[src/rtl/irq_redir_pkg.sv]
package irq_redir_pkg;

   localparam int unsigned SEL_W  = 8;
   localparam int unsigned DATA_W = 32;
   localparam int unsigned ENT_W  = 64;

   // bus offsets within the low address byte
   localparam logic [7:0] OFS_SEL = 8'h00;
   localparam logic [7:0] OFS_WIN = 8'h10;

   // select values for the fixed registers and the first table slot
   localparam logic [SEL_W-1:0] SEL_ID  = 8'h00;
   localparam logic [SEL_W-1:0] SEL_VER = 8'h01;
   localparam logic [SEL_W-1:0] SEL_ARB = 8'h02;
   localparam logic [SEL_W-1:0] SEL_TBL = 8'h10;

   // entry field positions
   localparam int unsigned F_RMT  = 14;
   localparam int unsigned F_MASK = 16;

   localparam logic [ENT_W-1:0] ENT_RST = ENT_W'(1) << F_MASK;

   typedef enum logic [2:0] {
      SK_ID,
      SK_VER,
      SK_ARB,
      SK_ENTRY,
      SK_NONE
   } sel_kind_e;

endpackage

[src/rtl/irq_redir_seldec.sv]
module irq_redir_seldec
   import irq_redir_pkg::*;
#(
   parameter int unsigned NPINS = 24,
   localparam int unsigned PIN_W = $clog2(NPINS),
   localparam int unsigned RAW_W = SEL_W - 1
) (
   input  logic [SEL_W-1:0] sel,
   output sel_kind_e        kind,
   output logic [PIN_W-1:0] idx,
   output logic             hi
);

   localparam logic [RAW_W-1:0] LIM  = RAW_W'(NPINS);
   localparam logic [RAW_W-1:0] BASE = SEL_TBL[SEL_W-1:1];

   logic [RAW_W-1:0] raw;

   always_comb begin
      raw = sel[SEL_W-1:1] - BASE;
      hi  = sel[0];
      idx = raw[PIN_W-1:0];
      if (sel >= SEL_TBL) begin
         kind = (raw < LIM) ? SK_ENTRY : SK_NONE;
      end else begin
         unique case (sel)
            SEL_ID:  kind = SK_ID;
            SEL_VER: kind = SK_VER;
            SEL_ARB: kind = SK_ARB;
            default: kind = SK_NONE;
         endcase
      end
   end

endmodule

[src/rtl/irq_redir_bank.sv]
module irq_redir_bank
   import irq_redir_pkg::*;
#(
   parameter int unsigned NPINS = 24,
   localparam int unsigned PIN_W = $clog2(NPINS)
) (
   input  logic                   clk,
   input  logic                   rst_n,
   input  logic                   wr_en,
   input  logic                   wr_hi,
   input  logic [PIN_W-1:0]       wr_idx,
   input  logic [DATA_W-1:0]      wr_data,
   input  logic [NPINS-1:0]       rmt_set,
   output logic [NPINS*ENT_W-1:0] ent_flat,
   output logic [NPINS-1:0]       mask_vec
);

   logic [DATA_W-1:0] lo_val;

   always_comb begin
      lo_val        = wr_data;
      lo_val[F_RMT] = 1'b0;
   end

   for (genvar g = 0; g < NPINS; g++) begin : g_ent
      logic [ENT_W-1:0] ent_q;
      logic             hit;

      assign hit = wr_en && (wr_idx == PIN_W'(g));

      always_ff @(posedge clk or negedge rst_n) begin
         if (!rst_n) begin
            ent_q <= ENT_RST;
         end else if (hit && !wr_hi) begin
            ent_q[DATA_W-1:0] <= lo_val;
         end else begin
            if (hit) ent_q[ENT_W-1:DATA_W] <= wr_data;
            if (rmt_set[g]) ent_q[F_RMT] <= 1'b1;
         end
      end

      assign ent_flat[g*ENT_W +: ENT_W] = ent_q;
      assign mask_vec[g]                = ent_q[F_MASK];
   end

endmodule

[src/rtl/irq_redir_notify.sv]
module irq_redir_notify
   import irq_redir_pkg::*;
#(
   parameter int unsigned NPINS = 24,
   localparam int unsigned PIN_W = $clog2(NPINS)
) (
   input  logic             clk,
   input  logic             rst_n,
   input  logic             wr_en,
   input  logic             wr_hi,
   input  logic [PIN_W-1:0] wr_idx,
   input  logic             new_mask,
   input  logic [NPINS-1:0] mask_vec,
   input  logic [NPINS-1:0] pend_vec,
   output logic             mask_evt,
   output logic [PIN_W-1:0] mask_evt_pin,
   output logic             mask_evt_val,
   output logic             svc_req,
   output logic [PIN_W-1:0] svc_pin
);

   logic flip;

   assign flip = wr_en && !wr_hi && (new_mask != mask_vec[wr_idx]);

   always_ff @(posedge clk or negedge rst_n) begin
      if (!rst_n) begin
         mask_evt     <= 1'b0;
         mask_evt_pin <= '0;
         mask_evt_val <= 1'b0;
         svc_req      <= 1'b0;
         svc_pin      <= '0;
      end else begin
         mask_evt <= flip;
         svc_req  <= wr_en && pend_vec[wr_idx];
         if (flip) begin
            mask_evt_pin <= wr_idx;
            mask_evt_val <= new_mask;
         end
         if (wr_en) svc_pin <= wr_idx;
      end
   end

endmodule

[src/rtl/irq_redir_regfile.sv]
module irq_redir_regfile
   import irq_redir_pkg::*;
#(
   parameter int unsigned NPINS        = 24,
   parameter logic [7:0]  VERSION_CODE = 8'h11,
   parameter int unsigned ID_W         = 4,
   parameter int unsigned ID_LSB       = 24,
   localparam int unsigned PIN_W = $clog2(NPINS)
) (
   input  logic                   clk,
   input  logic                   rst_n,
   input  logic                   bus_wr,
   input  logic                   bus_rd,
   input  logic [7:0]             bus_addr,
   input  logic [3:0]             bus_size,
   input  logic [31:0]            bus_wdata,
   output logic [31:0]            bus_rdata,
   input  logic [NPINS-1:0]       pend_set,
   input  logic [NPINS-1:0]       pend_clr,
   input  logic [NPINS-1:0]       rmt_set,
   output logic [NPINS*64-1:0]    ent_flat,
   output logic                   mask_evt,
   output logic [PIN_W-1:0]       mask_evt_pin,
   output logic                   mask_evt_val,
   output logic                   svc_req,
   output logic [PIN_W-1:0]       svc_pin
);

   // table must fit in the select space above SEL_TBL
   if (NPINS < 2 || NPINS > 120) begin : g_bad_pins
      $error("NPINS must lie between 2 and 120");
   end
   if (ID_W < 1 || ID_LSB + ID_W > DATA_W) begin : g_bad_id
      $error("ID field must fit in the data word");
   end

   logic [SEL_W-1:0]  sel_q;
   logic [ID_W-1:0]   id_q;
   logic [NPINS-1:0]  pend_q;
   logic [NPINS-1:0]  mask_vec;
   logic [DATA_W-1:0] rdata_q;
   logic [DATA_W-1:0] win_val;
   logic [ENT_W-1:0]  cur_ent;
   sel_kind_e         dec_kind;
   logic [PIN_W-1:0]  dec_idx;
   logic              dec_hi;
   logic              size_ok;
   logic              wr_sel;
   logic              wr_win;
   logic              wr_ent;

   irq_redir_seldec #(.NPINS(NPINS)) u_dec (
      .sel  (sel_q),
      .kind (dec_kind),
      .idx  (dec_idx),
      .hi   (dec_hi)
   );

   assign size_ok = (bus_size == 4'd4) || (bus_size == 4'd8);
   assign wr_sel  = bus_wr && size_ok && (bus_addr == OFS_SEL);
   assign wr_win  = bus_wr && size_ok && (bus_addr == OFS_WIN);
   assign wr_ent  = wr_win && (dec_kind == SK_ENTRY);

   always_ff @(posedge clk or negedge rst_n) begin
      if (!rst_n) begin
         sel_q  <= '0;
         id_q   <= '0;
         pend_q <= '0;
      end else begin
         if (wr_sel) sel_q <= bus_wdata[SEL_W-1:0];
         if (wr_win && dec_kind == SK_ID) id_q <= bus_wdata[ID_LSB +: ID_W];
         pend_q <= (pend_q & ~pend_clr) | pend_set;
      end
   end

   irq_redir_bank #(.NPINS(NPINS)) u_bank (
      .clk      (clk),
      .rst_n    (rst_n),
      .wr_en    (wr_ent),
      .wr_hi    (dec_hi),
      .wr_idx   (dec_idx),
      .wr_data  (bus_wdata),
      .rmt_set  (rmt_set),
      .ent_flat (ent_flat),
      .mask_vec (mask_vec)
   );

   irq_redir_notify #(.NPINS(NPINS)) u_note (
      .clk          (clk),
      .rst_n        (rst_n),
      .wr_en        (wr_ent),
      .wr_hi        (dec_hi),
      .wr_idx       (dec_idx),
      .new_mask     (bus_wdata[F_MASK]),
      .mask_vec     (mask_vec),
      .pend_vec     (pend_q),
      .mask_evt     (mask_evt),
      .mask_evt_pin (mask_evt_pin),
      .mask_evt_val (mask_evt_val),
      .svc_req      (svc_req),
      .svc_pin      (svc_pin)
   );

   always_comb begin
      cur_ent = ent_flat[int'(dec_idx)*ENT_W +: ENT_W];
      unique case (dec_kind)
         SK_ID, SK_ARB: win_val = DATA_W'(id_q) << ID_LSB;
         SK_VER:        win_val = {8'h00, 8'(NPINS - 1), 8'h00, VERSION_CODE};
         SK_ENTRY:      win_val = dec_hi ? cur_ent[ENT_W-1:DATA_W] : cur_ent[DATA_W-1:0];
         default:       win_val = '0;
      endcase
   end

   always_ff @(posedge clk or negedge rst_n) begin
      if (!rst_n) begin
         rdata_q <= '0;
      end else if (bus_rd) begin
         if (bus_addr == OFS_SEL)      rdata_q <= DATA_W'(sel_q);
         else if (bus_addr == OFS_WIN) rdata_q <= win_val;
         else                          rdata_q <= '0;
      end
   end

   assign bus_rdata = rdata_q;

endmodule

[config.mk]
export PLATFORM = sky130hd
export DESIGN_NAME = irq_redir_regfile
export DESIGN_NICKNAME = d
export VERILOG_FILES = /design/src/rtl/irq_redir_pkg.sv /design/src/rtl/irq_redir_seldec.sv /design/src/rtl/irq_redir_bank.sv /design/src/rtl/irq_redir_notify.sv /design/src/rtl/irq_redir_regfile.sv
export SDC_FILE = /design/constraint.sdc
export NUM_CORES = 2
export LEC_CHECK = 0
export CORE_AREA = 2 2 667 669
export CTS_CLUSTER_DIAMETER = 60
export DETAILED_ROUTE_END_ITERATION = 6
export DIE_AREA = 0 0 669 671
export GPL_TIMING_DRIVEN = 0
export SYNTH_ARGS = -nofsm -noshare
export SYNTH_HDL_FRONTEND = slang
export SYNTH_HIERARCHICAL = 1
export SYNTH_SLANG_ARGS = --single-unit
export TNS_END_PERCENT = 100
[constraint.sdc]
create_clock -name clk -period 4 [get_ports clk]
set_clock_uncertainty 0.05 [all_clocks]
set_input_delay 0.8 -clock clk [delete_from_list [all_inputs] [get_ports clk]]
set_output_delay 0.8 -clock clk [all_outputs]
set_load 0.03 [all_outputs]
[Word level (Yosys, flattened, before mapping)]
Index checks and enable logic that the tools add are counted.
Storage, ports and cells
  bits in registers: 1617
  output and inout bits: 1581
  logic and storage cells: 315
Cells by class
  equality and inequality tests: 32
  bitwise operators: 27
  add/sub/neg operators: 1
  order comparisons: 3
  shift-type cells: 1
  mux-type cells: 59
  reductions and logical operators: 111
Operator list (count)
  indexed part select 1536 x 12 -> 64 bit: 1
  two-way mux 32 bit: 3
  case mux 32 bit (3 select lines): 1
  logical AND 1 bit: 56
  two-way mux 1 bit: 50
  AND reduction 2 bit: 24
  nonzero test 2 bit: 24
  == test 5 x 4 -> 1 bit (second input constant): 8
  == test 5 bit (second input constant): 8
  bitwise AND 24 bit: 1
  inverter 1 bit: 24
  inverter 24 bit: 1
  bitwise OR 24 bit: 1
  == test 5 x 3 -> 1 bit (second input constant): 4
  zero test 8 bit: 2
  binary-select mux 1 bit (select 5 bit): 2
  == test 5 x 2 -> 1 bit (second input constant): 2
  case mux 3 bit (3 select lines): 1
  == test 8 x 1 -> 1 bit (second input constant): 1
  == test 8 x 2 -> 1 bit (second input constant): 1
  == test 8 x 5 -> 1 bit (second input constant): 1
  greater-or-equal comparator 8 x 5 -> 1 bit (second input constant): 1
  < comparator 7 x 5 -> 1 bit (second input constant): 1
  subtractor 7 x 4 -> 7 bit (second input constant): 1
  13 further kinds: 15

[Logic depth before layout (Yosys ltp)]
  depth after elaboration: 10
  gate-level depth with buffers: 14

[Modules after synthesis]
The synthesis kept the hierarchy.
By module, submodules not included
  irq_redir_bank: seq. area each 38466.9 um2, cells an instance 3487, instances 1, area each 57866.7 um2
  irq_redir_regfile: seq. area each 1701.6 um2, cells an instance 1200, instances 1, area each 15095.7 um2
  irq_redir_notify: seq. area each 325.3 um2, cells an instance 82, instances 1, area each 1054.8 um2
  irq_redir_seldec: seq. area each 0.0 um2, cells an instance 28, instances 1, area each 193.9 um2

[Worst setup path after synthesis]
OpenSTA, ideal clock, no wires.
  path type: input to register
  start: input port bus_addr[2]
  end: register u_bank.g_ent[19].ent_q[43]
  arrival: 3595 ps
  path slack: 230 ps
  cell stages on the path: 10
  path through: or4_1 clkbuf_2 or2_1 buf_6 nor4_1 buf_2 or3b_1 nor2_2 buf_4 mux2_2
On the way
  cells in the longest elaborated chain, start to end: 7
Ends and longest elaborated chain
  start: declaration: RTL line irq_redir_regfile.sv:14  | input logic [7:0] bus_addr,
  == test 8 x 5 -> 1 bit *: RTL line irq_redir_regfile.sv:61  | assign wr_win = bus_wr && size_ok && (bus_addr == OFS_WIN);
  logical AND 1 bit *: RTL line irq_redir_regfile.sv:61
  logical AND 1 bit *: RTL line irq_redir_regfile.sv:62  | assign wr_ent = wr_win && (dec_kind == SK_ENTRY);
  via wr_ent: RTL line irq_redir_regfile.sv:50  | logic wr_ent;
  logical AND 1 bit *: RTL line irq_redir_bank.sv:29  | assign hit = wr_en && (wr_idx == PIN_W'(g));
  logical AND 1 bit: RTL line irq_redir_bank.sv:34  | end else if (hit && !wr_hi) begin
  inverter 1 bit (no line)
  AND reduction 2 bit (no line) *
  end signal: indexed assignment: RTL line irq_redir_bank.sv:35  | ent_q[DATA_W-1:0] <= lo_val;
  end signal: indexed assignment: RTL line irq_redir_bank.sv:37  | if (hit) ent_q[ENT_W-1:DATA_W] <= wr_data;
  end: declaration: RTL line irq_redir_bank.sv:26  | logic [ENT_W-1:0] ent_q;
The timed path passes the listed nets; every way through them passes the cells marked *.
A chain may end at the register's enable or synchronous reset.

[Worst setup path in the final report]
  start: register sel_q[4]
  end: register u_bank.g_ent[12].ent_q[6]
On the way
  cells in the longest elaborated chain, start to end: 8
  elaborated cells on any way between the ends: 14
  those cells by class: add/sub: 1; order compare: 2; eq/ne: 4; mux: 3; reduce/logical: 4
Ends and longest elaborated chain
  start: declaration: RTL line irq_redir_regfile.sv:37  | logic [SEL_W-1:0] sel_q;
  start signal: assignment: RTL line irq_redir_regfile.sv:70  | if (wr_sel) sel_q <= bus_wdata[SEL_W-1:0];
  subtractor 7 x 4 -> 7 bit: RTL line irq_redir_seldec.sv:20  | raw = sel[SEL_W-1:1] - BASE;
  via dec_idx[3]: RTL line irq_redir_regfile.sv:45  | logic [PIN_W-1:0] dec_idx;
  < comparator 7 x 5 -> 1 bit: RTL line irq_redir_seldec.sv:24  | kind = (raw < LIM) ? SK_ENTRY : SK_NONE;
  two-way mux 3 bit: RTL line irq_redir_seldec.sv:24
  two-way mux 3 bit: RTL line irq_redir_seldec.sv:23  | if (sel >= SEL_TBL) begin
  via dec_kind[2]: RTL line irq_redir_regfile.sv:44  | sel_kind_e dec_kind;
  == test 3 x 2 -> 1 bit: RTL line irq_redir_regfile.sv:62
  logical AND 1 bit: RTL line irq_redir_regfile.sv:62
  via wr_ent: RTL line irq_redir_regfile.sv:50
  logical AND 1 bit: RTL line irq_redir_bank.sv:29
  logical AND 1 bit: RTL line irq_redir_bank.sv:34
  end signal: indexed assignment: RTL line irq_redir_bank.sv:35
  end signal: indexed assignment: RTL line irq_redir_bank.sv:37
  end: declaration: RTL line irq_redir_bank.sv:26
The timed path passes the listed nets, and every way through them passes these cells.

==> results by group <==
Status
  • Status: complete, but fails checks
  • Failing checks: capacitance limit, slew limit, setup timing

Synth
  • Largest family of logic cells by synthesized area: multiplexers
  • Mux contribution to synthesized area: 0.367
  • Post-synth cell types: 85
  • YS warnings: 6
  • Simple-gate share of the synthesized area: 0.0278
  • Dominant cell type by area after synthesis: dfrtp_1
  • FFs w/ async S/R, synth: 1.00
  • Mapped Nets: between 4k and 5k
  • Yosys top cell area share: 0.537
  • Post-synth EDFFs: 0
  • Synth Area in Adders: 0.000506
  • Netlist Area Pre-Place: approximately 74,000 um^2
  • Ys flop type: dfrtp_1
  • Xor/xnor share of the synthesized area: 0.000236
  • Mapped Cells: between 4k and 5k
  • Avg Cell Area, Syn: about 15 um^2
  • Sequential area share after synthesis: 0.546
  • Post-synthesis compound-gate area fraction: 0.0237
  • Synth top area cells: dfrtp_1 (54%), mux2_2 (22%), mux4_2 (12%)
  • Synth Register Bits: 1,617

Floorplan
  • Die height: 671 um
  • Die W: around 670 um
  • I/O pin total: 1,701
  • Initial Utilization: 0.168
  • Core Rows: between 200 and 250
  • Core area: 441,000 um^2
  • Die area: about 450,000 um^2

Global routing
  • Vias in the first global route: between 50k and 60k
  • Grt ovf: 0
  • Initial antenna violation count: ~100
  • Global-route wire length before repair: approximately 760,000 um
  • Overall Global Routing Usage: 0.269
  • Pin count of the biggest net entering global routing: 163

Final layout
  • FILL cells: approximately 46k
  • Share of layout cells above drive strength 1: 0.418
  • Final nets: 7,000
  • Area grow syn2layout: 52.1%
  • Layout Utilization: 0.256
  • Final Instance Area: about 110,000 um^2
  • Non-Filler Instances: 13.0k

Routing
  • Number of vias per cell: between 4 and 5
  • Pre-Repair DR Iteration Count: 7
  • Number of antenna-violating nets in the routed design: 0
  • Final wirelength: approximately 630,000 um
  • Avg WL per Cell: about 49 um
  • Via count: ~59k
  • Drt drc: 0
  • DRT iter0 DRCs: around 6.1k

STA
  • Worst setup margin: -165 ps
  • RSZ-0062 raised after global routing: yes
  • Period utilization: 1.04
  • Setup-violating endpoint count in the final report: between 300 and 400
  • Final hold vios: 0
  • Final hold slack: around 110 ps
  • Max Fclk: between 200 and 250 MHz
  • Final TNS setup: -18,730 ps
  • Worst-Margin Slew: 1680 ps
  • Worst slew margin: -0.118
  • Min Tclk post-route: 4170 ps
  • Final Max Tran Viols: 32

CTS
  • Depth of the CTS H-tree: 4
  • CTS Buffer Depth: 4
  • Clock sinks: about 1.6k
  • CTS tree: yes
  • Clk root buf: clkbuf_16
  • Clock slew at reported path FFs: 60 ps
  • CTS buffer count: 229
  • Later-pin clock latency in the skew report: about 960 ps

Worst setup path
  • Reg2Reg Setup Slack: -170 ps
  • Reg2reg start: sel_q[4]$_DFFE_PN0P_
  • Worst path bufs/invs: 6
  • Critical path's largest stage delay: 570 ps
  • Worst Reg-to-Reg Cells: 16
  • FF-to-FF End: u_bank/g_ent[12].ent_q[6]$_DFFE_PN0P_
  • Crit-path leading delay family: simple AND/OR/NAND/NOR gates
  • Worst Setup SP: sel_q[4]$_DFFE_PN0P_
  • Slowest-stage cell, CP: or4b_4
  • CP endpoint: u_bank/g_ent[12].ent_q[6]$_DFFE_PN0P_
  • CP required: ~4800 ps
  • Critical Setup Path Class: reg2reg
  • Crit. End Element: register
  • WP data arrival: around 5000 ps
  • Critical Path Stages: 16
  • CP Cell Sequence: clkinvlp_4 > ha_4 > or2_4 > nor4b_4 > a21oi_4 > o2bb2ai_4 > nand3b_1 > nor4_4 > buf_6 > buf_6 > or4b_4 > nor2_4 > buf_12 > buf_12 > buf_16 > mux2_2
  • Critical Path Source Type: register
  • Max FO, Critical Path: 10

Flow run
  • Max_cap viols: 3

Power and ir drop
  • VDD IR max: between 0.3 and 0.4 mV
  • PwrDens: between 300 and 400 nW/um^2
  • Total Power: 39.4 mW
  • Register share of total power: 0.417
  • P_int: 29.1 mW
  • Part of the power in the clock network: 0.545
  • Pleak: just under 50 nW
  • Logic pwr share: 0.039
  • P_sw: just over 10 mW
  • Sw Share: 0.260

Placed design
  • Placer congestion estimate: between 0.9 and 1
  • Area after DPL: slightly below 100,000 um^2
  • Pre-CTS setup slack: -2480 ps
  • # placed instances: between 10k and 15k
  • Detailed Place HPWL: 510,000 um
  • Port bufs: between 1.5k and 2k

Worst hold path
  • Hold WC Path Type: in2reg
## area by class of cell
| class | count | area, um^2 | area share |
|---|---|---|---|
| flip-flops and latches | 1617 | 40500 | 0.359 |
| multi-input cells | 2654 | 32700 | 0.290 |
| repair buffers | 1863 | 19900 | 0.177 |
| well taps | 5904 | 7390 | 0.0654 |
| clock buffers | 307 | 6450 | 0.0572 |
| plain buffers | 474 | 4180 | 0.0370 |
| clock inverters | 118 | 1470 | 0.0130 |
| inverters | 38 | 150 | 0.00133 |
| diodes | 39 | 97.6 | 0.000864 |
## Yosys cell counts, drive strengths merged (5+ instances only)
| cell | n |
|---|---|
| dfstp | 24 |
| mux2i | 106 |
| and2 | 5 |
| nand4 | 17 |
| o22a | 6 |
| a22oi | 38 |
| nor4b | 15 |
| nand3 | 28 |
| o21a | 24 |
| mux4 | 388 |
| o211ai | 6 |
| nand2b | 11 |
| nand4b | 6 |
| nor3b | 6 |
| o21ai | 31 |
| mux2 | 1543 |
| nand2 | 108 |
| nor3 | 20 |
| buf | 288 |
| inv | 38 |
| a221oi | 22 |
| nor2 | 79 |
| o31ai | 8 |
| a21o | 27 |
| o22ai | 9 |
| nor2b | 33 |
| a31oi | 10 |
| o221ai | 7 |
| a21oi | 32 |
| clkbuf | 200 |
| nand3b | 10 |
| dfrtp | 1593 |
## per-layer routing
| layer | global-route usage | share of wire |
|---|---|---|
| met1 | 0.326 | 0.39 |
| met2 | 0.429 | 0.46 |
| met3 | 0.0882 | 0.093 |
| met4 | 0.132 | 0.061 |
| met5 | 0 | 0.00012 |
## sequential cells by signal, indices dropped and copies added (netlist names)
name / flops
u_bank/g_ent.ent_q: 1536
u_note/mask_evt_val: 1
bus_rdata: 32
u_note/svc_pin: 5
pend_q: 24
sel_q: 8
id_q: 4
u_note/mask_evt_pin: 5
u_note/svc_req: 1
u_note/mask_evt: 1
## power groups by stage
stage | Combinational, mW | Clock, mW | Sequential, mW
2_1_floorplan | 0.307 | 0 | 16.7
3_3_place_gp | 1.28 | 0 | 16.8
3_5_place_dp | 1.50 | 0 | 16.7
4_1_cts | 1.52 | 21.8 | 16.4
5_1_grt | 1.60 | 22.4 | 16.4
6_report | 1.52 | 21.4 | 16.4
## placed cells by master, fill, tap and decap left out, drive strengths merged, types with 28 or more instances in the layout
master / Yosys / routed
clkdlybuf4s50: 0 / 1681
dfrtp: 1593 / 1593
mux2: 1543 / 1543
clkbuf: 200 / 539
buf: 288 / 422
mux4: 388 / 388
nand2: 108 / 108
mux2i: 106 / 106
nor2: 79 / 79
inv: 38 / 69
clkinv: 0 / 56
diode: 0 / 39
a22oi: 38 / 38
nor2b: 33 / 33
a21oi: 32 / 32
o21ai: 31 / 31
nand3: 28 / 28
## worst min-delay path by stage
| stage | end | start | cells past startpoint |
|---|---|---|---|
| global route | u_bank/g_ent[0].ent_q[50]$_DFFE_PN0P_ | bus_wdata[18] | 2 |
| detailed placement | pend_q[16]$_DFF_PN0_ | pend_q[16]$_DFF_PN0_ | 1 |
| floorplan | pend_q[10]$_DFF_PN0_ | pend_q[10]$_DFF_PN0_ | 1 |
| finish | u_bank/g_ent[0].ent_q[50]$_DFFE_PN0P_ | bus_wdata[18] | 2 |
| global placement | pend_q[1]$_DFF_PN0_ | pend_q[1]$_DFF_PN0_ | 1 |
| CTS | u_bank/g_ent[0].ent_q[50]$_DFFE_PN0P_ | bus_wdata[18] | 2 |
## logic make-up (layout without fill, tap and decap cells)
group                      Yosys count  after routing
other                                0             39
xor gates and xnor gates             2              2
DFF                               1617           1617
muxes                             2037           2037
buffers and inverters              526           2800
adders and majority gates            3              3
and+or+nand+nor                    366            366
AOI/OAI and AO/OA                  246            246
## what timing repair did
action	CTS	global route
resized for setup	505	429
endpoints found under the hold margin	94	0
hold buffers	1	0
endpoints found under the setup margin	1581	1614
buffers inserted	70	39
gates cloned	5	28
pin swaps	34	13
Power figures use the tool's default switching activity.
